$ cat src/rtl/pg_pkg.sv
package pg_pkg;

    typedef enum logic [1:0] {
        PG_OFF  = 2'd0,
        PG_ARM  = 2'd1,
        PG_GOOD = 2'd2
    } pg_state_e;

    function automatic longint pg_ticks(input longint khz, input longint usec);
        return (khz * usec) / 1000;
    endfunction

    function automatic longint pg_max(input longint a, input longint b);
        return (a > b) ? a : b;
    endfunction

endpackage

$ cat src/rtl/pg_delay_cfg.sv
module pg_delay_cfg
    import pg_pkg::*;
#(
    parameter int     SET_W     = 8,
    parameter int     CNT_W     = 28,
    parameter longint ENT_STEP  = 1000000,
    parameter longint EX_STEP   = 125,
    parameter longint MIN_SET   = 10,
    parameter longint MIN_EXIT  = 1250
) (
    input  logic             clk,
    input  logic             rst_n,
    input  logic [SET_W-1:0] setting,
    output logic [CNT_W-1:0] ent_len,
    output logic [CNT_W-1:0] ex_len
);
    localparam logic [CNT_W-1:0] ENT_STEP_W = CNT_W'(ENT_STEP);
    localparam logic [CNT_W-1:0] EX_STEP_W  = CNT_W'(EX_STEP);
    localparam logic [SET_W-1:0] MIN_SET_W  = SET_W'(MIN_SET);

    logic [SET_W-1:0] set_sat;

    always_comb begin
        set_sat = (setting < MIN_SET_W) ? MIN_SET_W : setting;
    end

    always_ff @(posedge clk or negedge rst_n) begin
        if (!rst_n) begin
            ent_len <= CNT_W'(MIN_SET_W) * ENT_STEP_W;
            ex_len  <= CNT_W'(MIN_SET_W) * EX_STEP_W;
        end else begin
            ent_len <= CNT_W'(set_sat) * ENT_STEP_W;
            ex_len  <= CNT_W'(set_sat) * EX_STEP_W;
        end
    end

    AST_EXIT_FLOOR: assert property (@(posedge clk) disable iff (!rst_n)
        ex_len >= CNT_W'(MIN_EXIT));

    AST_ENTRY_NONZERO: assert property (@(posedge clk) disable iff (!rst_n)
        ent_len != '0);

endmodule

$ cat src/rtl/pg_channel.sv
module pg_channel
    import pg_pkg::*;
#(
    parameter int CNT_W = 28
) (
    input  logic             clk,
    input  logic             rst_n,
    input  logic             active,
    input  logic             above,
    input  logic             below,
    input  logic [CNT_W-1:0] ent_len,
    input  logic [CNT_W-1:0] ex_len,
    output logic             pull_low
);
    pg_state_e        state_q, state_d;
    logic [CNT_W-1:0] run_q, run_d;
    logic [CNT_W-1:0] limit;
    logic             done;
    logic             good;

    always_comb begin
        limit   = (state_q == PG_GOOD) ? ex_len : ent_len;
        done    = (run_q + CNT_W'(1)) >= limit;
        state_d = state_q;
        run_d   = run_q;
        if (!active) begin
            state_d = PG_OFF;
            run_d   = '0;
        end else begin
            unique case (state_q)
                PG_OFF: begin
                    state_d = PG_ARM;
                    run_d   = '0;
                end
                PG_ARM: begin
                    if (!above) begin
                        run_d = '0;
                    end else if (done) begin
                        state_d = PG_GOOD;
                        run_d   = '0;
                    end else begin
                        run_d = run_q + CNT_W'(1);
                    end
                end
                PG_GOOD: begin
                    if (!below) begin
                        run_d = '0;
                    end else if (done) begin
                        state_d = PG_ARM;
                        run_d   = '0;
                    end else begin
                        run_d = run_q + CNT_W'(1);
                    end
                end
                default: begin
                    state_d = PG_OFF;
                    run_d   = '0;
                end
            endcase
        end
    end

    always_ff @(posedge clk or negedge rst_n) begin
        if (!rst_n) begin
            state_q <= PG_OFF;
            run_q   <= '0;
        end else begin
            state_q <= state_d;
            run_q   <= run_d;
        end
    end

    always_comb begin
        good     = (state_q == PG_GOOD);
        pull_low = !good;
    end

    AST_OFF_PULLS: assert property (@(posedge clk) disable iff (!rst_n)
        !active |=> pull_low);

    AST_ENTRY_NEEDS_ABOVE: assert property (@(posedge clk) disable iff (!rst_n)
        $fell(pull_low) |-> $past(above));

    AST_EXIT_NEEDS_BELOW: assert property (@(posedge clk) disable iff (!rst_n)
        ($rose(pull_low) && $past(active)) |-> $past(below));

    AST_BAND_HOLDS_GOOD: assert property (@(posedge clk) disable iff (!rst_n)
        (!pull_low && active && !below) |=> !pull_low);

    AST_ARM_FIRST: assert property (@(posedge clk) disable iff (!rst_n)
        (state_q == PG_OFF) |=> pull_low);

endmodule

$ cat src/rtl/pg_reset_pair.sv
module pg_reset_pair
    import pg_pkg::*;
#(
    parameter longint CLK_KHZ          = 125000,
    parameter longint CH0_ENTRY_US     = 2000,
    parameter longint CH0_EXIT_US      = 25,
    parameter longint CH1_ENTRY_NOM_US = 200000,
    parameter longint CH1_EXIT_NOM_US  = 25,
    parameter longint CH1_NOM_SET      = 25,
    parameter longint MIN_EXIT_US      = 10,
    parameter int     SET_W            = 8
) (
    input  logic             clk,
    input  logic             rst_n,
    input  logic             uvlo,
    input  logic             reg0_en,
    input  logic             reg0_above,
    input  logic             reg0_below,
    input  logic             reg1_en,
    input  logic             reg1_above,
    input  logic             reg1_below,
    input  logic [SET_W-1:0] reg1_delay_set,
    output logic             reg0_pull_low,
    output logic             reg1_pull_low
);
    localparam int     NCH       = 2;
    localparam longint ENT0      = pg_ticks(CLK_KHZ, CH0_ENTRY_US);
    localparam longint EXIT0     = pg_ticks(CLK_KHZ, CH0_EXIT_US);
    localparam longint MIN_EXIT  = pg_ticks(CLK_KHZ, MIN_EXIT_US);
    localparam longint ENT_STEP  = pg_ticks(CLK_KHZ, CH1_ENTRY_NOM_US) / CH1_NOM_SET;
    localparam longint EX_STEP   = pg_ticks(CLK_KHZ, CH1_EXIT_NOM_US) / CH1_NOM_SET;
    localparam longint MIN_SET   = pg_max(1, (MIN_EXIT + EX_STEP - 1) / EX_STEP);
    localparam longint SET_MAX   = (longint'(1) << SET_W) - 1;
    localparam longint LEN_MAX   = pg_max(pg_max(ENT0, EXIT0), SET_MAX * ENT_STEP);
    localparam int     CNT_W     = $clog2(LEN_MAX + 1);

    logic [NCH-1:0]   ch_en, ch_above, ch_below, ch_active, ch_pull;
    logic [CNT_W-1:0] ent_len [NCH];
    logic [CNT_W-1:0] ex_len  [NCH];

    assign ch_en    = {reg1_en, reg0_en};
    assign ch_above = {reg1_above, reg0_above};
    assign ch_below = {reg1_below, reg0_below};

    assign ent_len[0] = CNT_W'(ENT0);
    assign ex_len[0]  = CNT_W'(EXIT0);

    pg_delay_cfg #(
        .SET_W    (SET_W),
        .CNT_W    (CNT_W),
        .ENT_STEP (ENT_STEP),
        .EX_STEP  (EX_STEP),
        .MIN_SET  (MIN_SET),
        .MIN_EXIT (MIN_EXIT)
    ) u_cfg1 (
        .clk     (clk),
        .rst_n   (rst_n),
        .setting (reg1_delay_set),
        .ent_len (ent_len[1]),
        .ex_len  (ex_len[1])
    );

    for (genvar g = 0; g < NCH; g++) begin : g_ch
        assign ch_active[g] = ch_en[g] && !uvlo;

        pg_channel #(
            .CNT_W (CNT_W)
        ) u_ch (
            .clk      (clk),
            .rst_n    (rst_n),
            .active   (ch_active[g]),
            .above    (ch_above[g]),
            .below    (ch_below[g]),
            .ent_len  (ent_len[g]),
            .ex_len   (ex_len[g]),
            .pull_low (ch_pull[g])
        );
    end

    assign reg0_pull_low = ch_pull[0];
    assign reg1_pull_low = ch_pull[1];

    AST_LOCKOUT_BOTH: assert property (@(posedge clk) disable iff (!rst_n)
        uvlo |=> (reg0_pull_low && reg1_pull_low));

    AST_CH1_KEEPS_GOOD: assert property (@(posedge clk) disable iff (!rst_n)
        (!reg1_pull_low && reg1_en && !uvlo && !reg1_below) |=> !reg1_pull_low);

endmodule

$ cat config.mk
export PLATFORM = sky130hd
export DESIGN_NAME = pg_reset_pair
export DESIGN_NICKNAME = d
export VERILOG_FILES = /design/src/rtl/pg_pkg.sv /design/src/rtl/pg_delay_cfg.sv /design/src/rtl/pg_channel.sv /design/src/rtl/pg_reset_pair.sv
export SDC_FILE = /design/constraint.sdc
export NUM_CORES = 1
export LEC_CHECK = 0
export ABC_AREA = 1
export BUFFER_PORTS_ARGS = -buffer_cell sky130_fd_sc_hd__buf_2
export CAP_MARGIN = 20
export CORE_MARGIN = 3
export CORE_UTILIZATION = 50
export CTS_BUF_LIST = sky130_fd_sc_hd__clkbuf_16
export DETAILED_ROUTE_END_ITERATION = 6
export GPL_TIMING_DRIVEN = 1
export PLACE_DENSITY_LB_ADDON = 0.3
export SLEW_MARGIN = 20
export SYNTH_ARGS = -nofsm -noshare
export SYNTH_HDL_FRONTEND = slang
export SYNTH_SLANG_ARGS = --single-unit
$ cat constraint.sdc
create_clock -name clk -period 5.9 [get_ports clk]
set_clock_uncertainty 0.15 [all_clocks]
set_input_delay 0.295 -clock clk [delete_from_list [all_inputs] [get_ports clk]]
set_output_delay 0.295 -clock clk [all_outputs]
set_load 0.005 [all_outputs]
==> impl_metrics.env <==
export IMPL_outcome="finished, final reports clean"
export IMPL_reg2reg_from="g_ch[1].u_ch.run_q[0]"
export IMPL_fmax_ghz=0.198
export IMPL_die_w_um=136
export IMPL_cp_data_required_time_ps=6040
export IMPL_yosysWarnings=0
export IMPL_slew_limit_headroom_pct=47.7
export IMPL_coreArea_um2=16600
export IMPL_pre_cts_slack_ps=448
export IMPL_combPwrFrac_pct=43.2
export IMPL_yosysMostFrequentCell="nand2_1"
export IMPL_first_pass_iters=5
export IMPL_power_mw=2.52
export IMPL_worstPathMaxFanout=8
export IMPL_hold_path_class="input port to flop"
export IMPL_synth_edff_count=0
export IMPL_post_cts_setup_buffers=0
export IMPL_antenna_found_initial=0
export IMPL_post_drt_wl_per_cell_um=12.8
export IMPL_hold_violations=0
export IMPL_rows=47
export IMPL_leakagePower_nw=4.72
export IMPL_seq_power_share_pct=33.2
export IMPL_synthToLayoutAreaGrowth_pct=8.07
export IMPL_r2r_end="g_ch[1].u_ch.run_q[20]"
export IMPL_antennaDiodeCount=0
export IMPL_cts_buffer_depth=2
export IMPL_antenna_left=0
export IMPL_reg2reg_slack_ps=1730
export IMPL_dpl_hpwl_um=13700
export IMPL_ys_ff_latch=95
export IMPL_p_clk_share_pct=23.6
export IMPL_pin_count=19
export IMPL_grt_max_degree=61
export IMPL_synth_seq_area_share_pct=28.1
export IMPL_drive_gt1_share_pct=7.73
export IMPL_avgViaCountPerCell=4.96
export IMPL_crit_end="u_cfg1.ex_len[14]"
export IMPL_endpoint_kind="flop"
export IMPL_multi_input_area_um2=5480
export IMPL_ir_drop_mv=0.223
export IMPL_cts_made_buffers=9
export IMPL_slowest_stage="fa_1"
export IMPL_min_period_over_period_pct=85.7
export IMPL_cp_start_kind="input port"
export IMPL_max_cap_violations=0
export IMPL_synthTopCellsByCount="213 x nand2_1, 166 x inv_1, 136 x ha_1"
export IMPL_cts_root_buf="clkbuf_16"
export IMPL_setup_viol=0
export IMPL_worstSetupStartpoint="reg1_delay_set[6]"
export IMPL_crit_chain="buf_2, inv_1, ha_1, nand3_1, nor2_1, nor2_1, inv_1, fa_1, fa_1, inv_1, fa_1, fa_1, ha_1, a21oi_1, o21ai_0, a21oi_1, o21ai_0, a21oi_1, nor2_1, nor2_1, xor2_1"
export IMPL_internal_power_mw=1.56
export IMPL_synthTopCellsByArea="dfrtp_1 24%, ha_1 20%, nand2_1 9.4%, fa_1 8.7%, inv_1 7.3%"
export IMPL_powerDensity_nw_per_um2=275
export IMPL_start_util_pct=51.3
export IMPL_ys_types=40
export IMPL_cts_tree="built"
export IMPL_insertion_delay_ps=360
export IMPL_rsz0062_at_grt="false"
export IMPL_h_tree_depth=3
export IMPL_via_count=6420
export IMPL_async_flop_share_pct=100
export IMPL_critPathMaxStageDelay_ps=550
export IMPL_fin_setup_tns_ps=0
export IMPL_finalNetCount=1259
export IMPL_io_buffers=18
export IMPL_globalRouteTotalUtil_pct=19.0
export IMPL_fillers=1564
export IMPL_netSwitchingFraction_pct=38.1
export IMPL_drt_iter0_markers=274
export IMPL_first_global_vias=6044
export IMPL_avgSynthCellArea_um2=8.21
export IMPL_critical_path_class="input port to flop"
export IMPL_timing_final_ws_setup_ps=841
export IMPL_period_minus_slack_ps=5060
export IMPL_worstHoldStart="reg1_delay_set[2]"
export IMPL_syn_area_um2=8500
export IMPL_cts_sinks=95
export IMPL_clkTransAtPathRegs_ps=70
export IMPL_slew_viol_final=0
export IMPL_grt_pass1_wl_um=28200
export IMPL_worstPathArrival_ps=5190
export IMPL_synthFlopType="dfrtp_1"
export IMPL_seq_area_um2=2390
export IMPL_syn_instance_count=1036
export IMPL_drc=0
export IMPL_gp_congestion=0.879
export IMPL_switching_power_mw=0.961
export IMPL_routed_wl_um=16600
export IMPL_tightest_slew_ps=784
export IMPL_worstRegToRegCells=20
export IMPL_die_area_um2=18600
export IMPL_die_h_um=136
export IMPL_yosysTopAreaCellShare_pct=24.4
export IMPL_yosysTopAreaCell="dfrtp_1"
export IMPL_overflow=0
## state kept, by name, summed over array words and instances (netlist names)
| name | flops |
|---|---|
| g_ch.u_ch.run_q | 56 |
| g_ch.u_ch.state_q | 4 |
| u_cfg1.ent_len | 22 |
| u_cfg1.ex_len | 13 |
## per-stage QoR
stage	instances	util [%]	hold WS [ps]	area (µm²)
2_1_floorplan	1045	-	-151	8530
3_3_place_gp	1277	53.5	124	8880
3_5_place_dp	1277	53.5	125	8880
4_1_cts	1294	55.4	160	9190
5_1_grt	1294	55.4	180	9190
6_report	1294	55.4	184	9190
## routing by layer
metal / vias up / global-route usage [%] / share of wire (%)
li1: 3350 / - / -
met1: 2962 / 25.5 / 47
met2: 81 / 31.1 / 48
met3: 27 / 1.81 / 2.2
met4: 0 / 8.45 / 3.0
met5: - / 0 / 0
## layout by cell type (no fill, tap or decap), drive strengths merged, types with 2 or more instances in the layout
| master | netlist | routed |
|---|---|---|
| nand4 | 14 | 14 |
| clkinv | 0 | 2 |
| nand3 | 42 | 42 |
| nand2 | 219 | 219 |
| clkbuf | 6 | 9 |
| inv | 167 | 169 |
| conb | 1 | 10 |
| dfrtp | 83 | 83 |
| nor2 | 135 | 135 |
| xor2 | 52 | 52 |
| and2 | 4 | 4 |
| a21oi | 50 | 50 |
| o21ai | 21 | 21 |
| a211oi | 2 | 2 |
| o21a | 2 | 2 |
| fa | 37 | 37 |
| mux2i | 9 | 9 |
| nand3b | 5 | 5 |
| o211ai | 2 | 2 |
| nor4 | 3 | 3 |
| or2 | 3 | 3 |
| nor3 | 14 | 14 |
| buf | 2 | 20 |
| xnor2 | 9 | 9 |
| ha | 136 | 136 |
| dfstp | 12 | 12 |
| clkinvlp | 0 | 2 |
## repair_timing
| item | 4_1_cts | 5_1_grt |
|---|---|---|
| endpoints found under the setup margin | 0 | 0 |
| gates resized for setup | 0 | 0 |
| hold endpoints to repair | 35 | 0 |
| hold buffers | 1 | 0 |
## critical path: cells and delay by family
| kind | cells | cell delay (ps) |
|---|---|---|
| simple gates | 5 | 810 |
| fa+ha+maj | 6 | 2600 |
| compound gates | 5 | 740 |
| xor+xnor | 1 | 150 |
| buf+inv | 4 | 590 |
## layout make-up
class / count / share of cell area (%)
sequential: 95 / 26.0
inverter: 167 / 6.82
timing repair buffer: 21 / 1.28
clock buffer: 9 / 2.45
multi-input combinational: 775 / 59.6
clock inverter: 7 / 0.776
tap: 220 / 3.00
## worst min path at each step
stage                              to  slack (ps)  cells after the start
3_3_place_gp   g_ch[0].u_ch.run_q[16]         120                      1
3_5_place_dp   g_ch[0].u_ch.run_q[16]         130                      1
4_1_cts             u_cfg1.ent_len[8]         160                      3
2_1_floorplan   g_ch[0].u_ch.run_q[0]        -150                      0
5_1_grt             u_cfg1.ent_len[8]         180                      3
6_report            u_cfg1.ent_len[8]         180                      3
## power groups by stage
stage | clock network, mW | registers (mW) | logic, mW
2_1_floorplan | 0 | 0.822 | 0.867
3_3_place_gp | 0 | 0.850 | 1.08
3_5_place_dp | 0 | 0.853 | 1.10
4_1_cts | 0.608 | 0.841 | 1.11
5_1_grt | 0.630 | 0.847 | 1.29
6_report | 0.594 | 0.838 | 1.09
## cell families after synthesis
logic type	synth area share, %
xor gates and xnor gates	6.29
adders and majority gates	28.7
buffers and inverters	7.82
AOI/OAI and AO/OA	5.12
and+or+nand+nor	22.8
other	0.0441
DFF	28.1
muxes	1.06
Power figures use the tool's default switching activity.
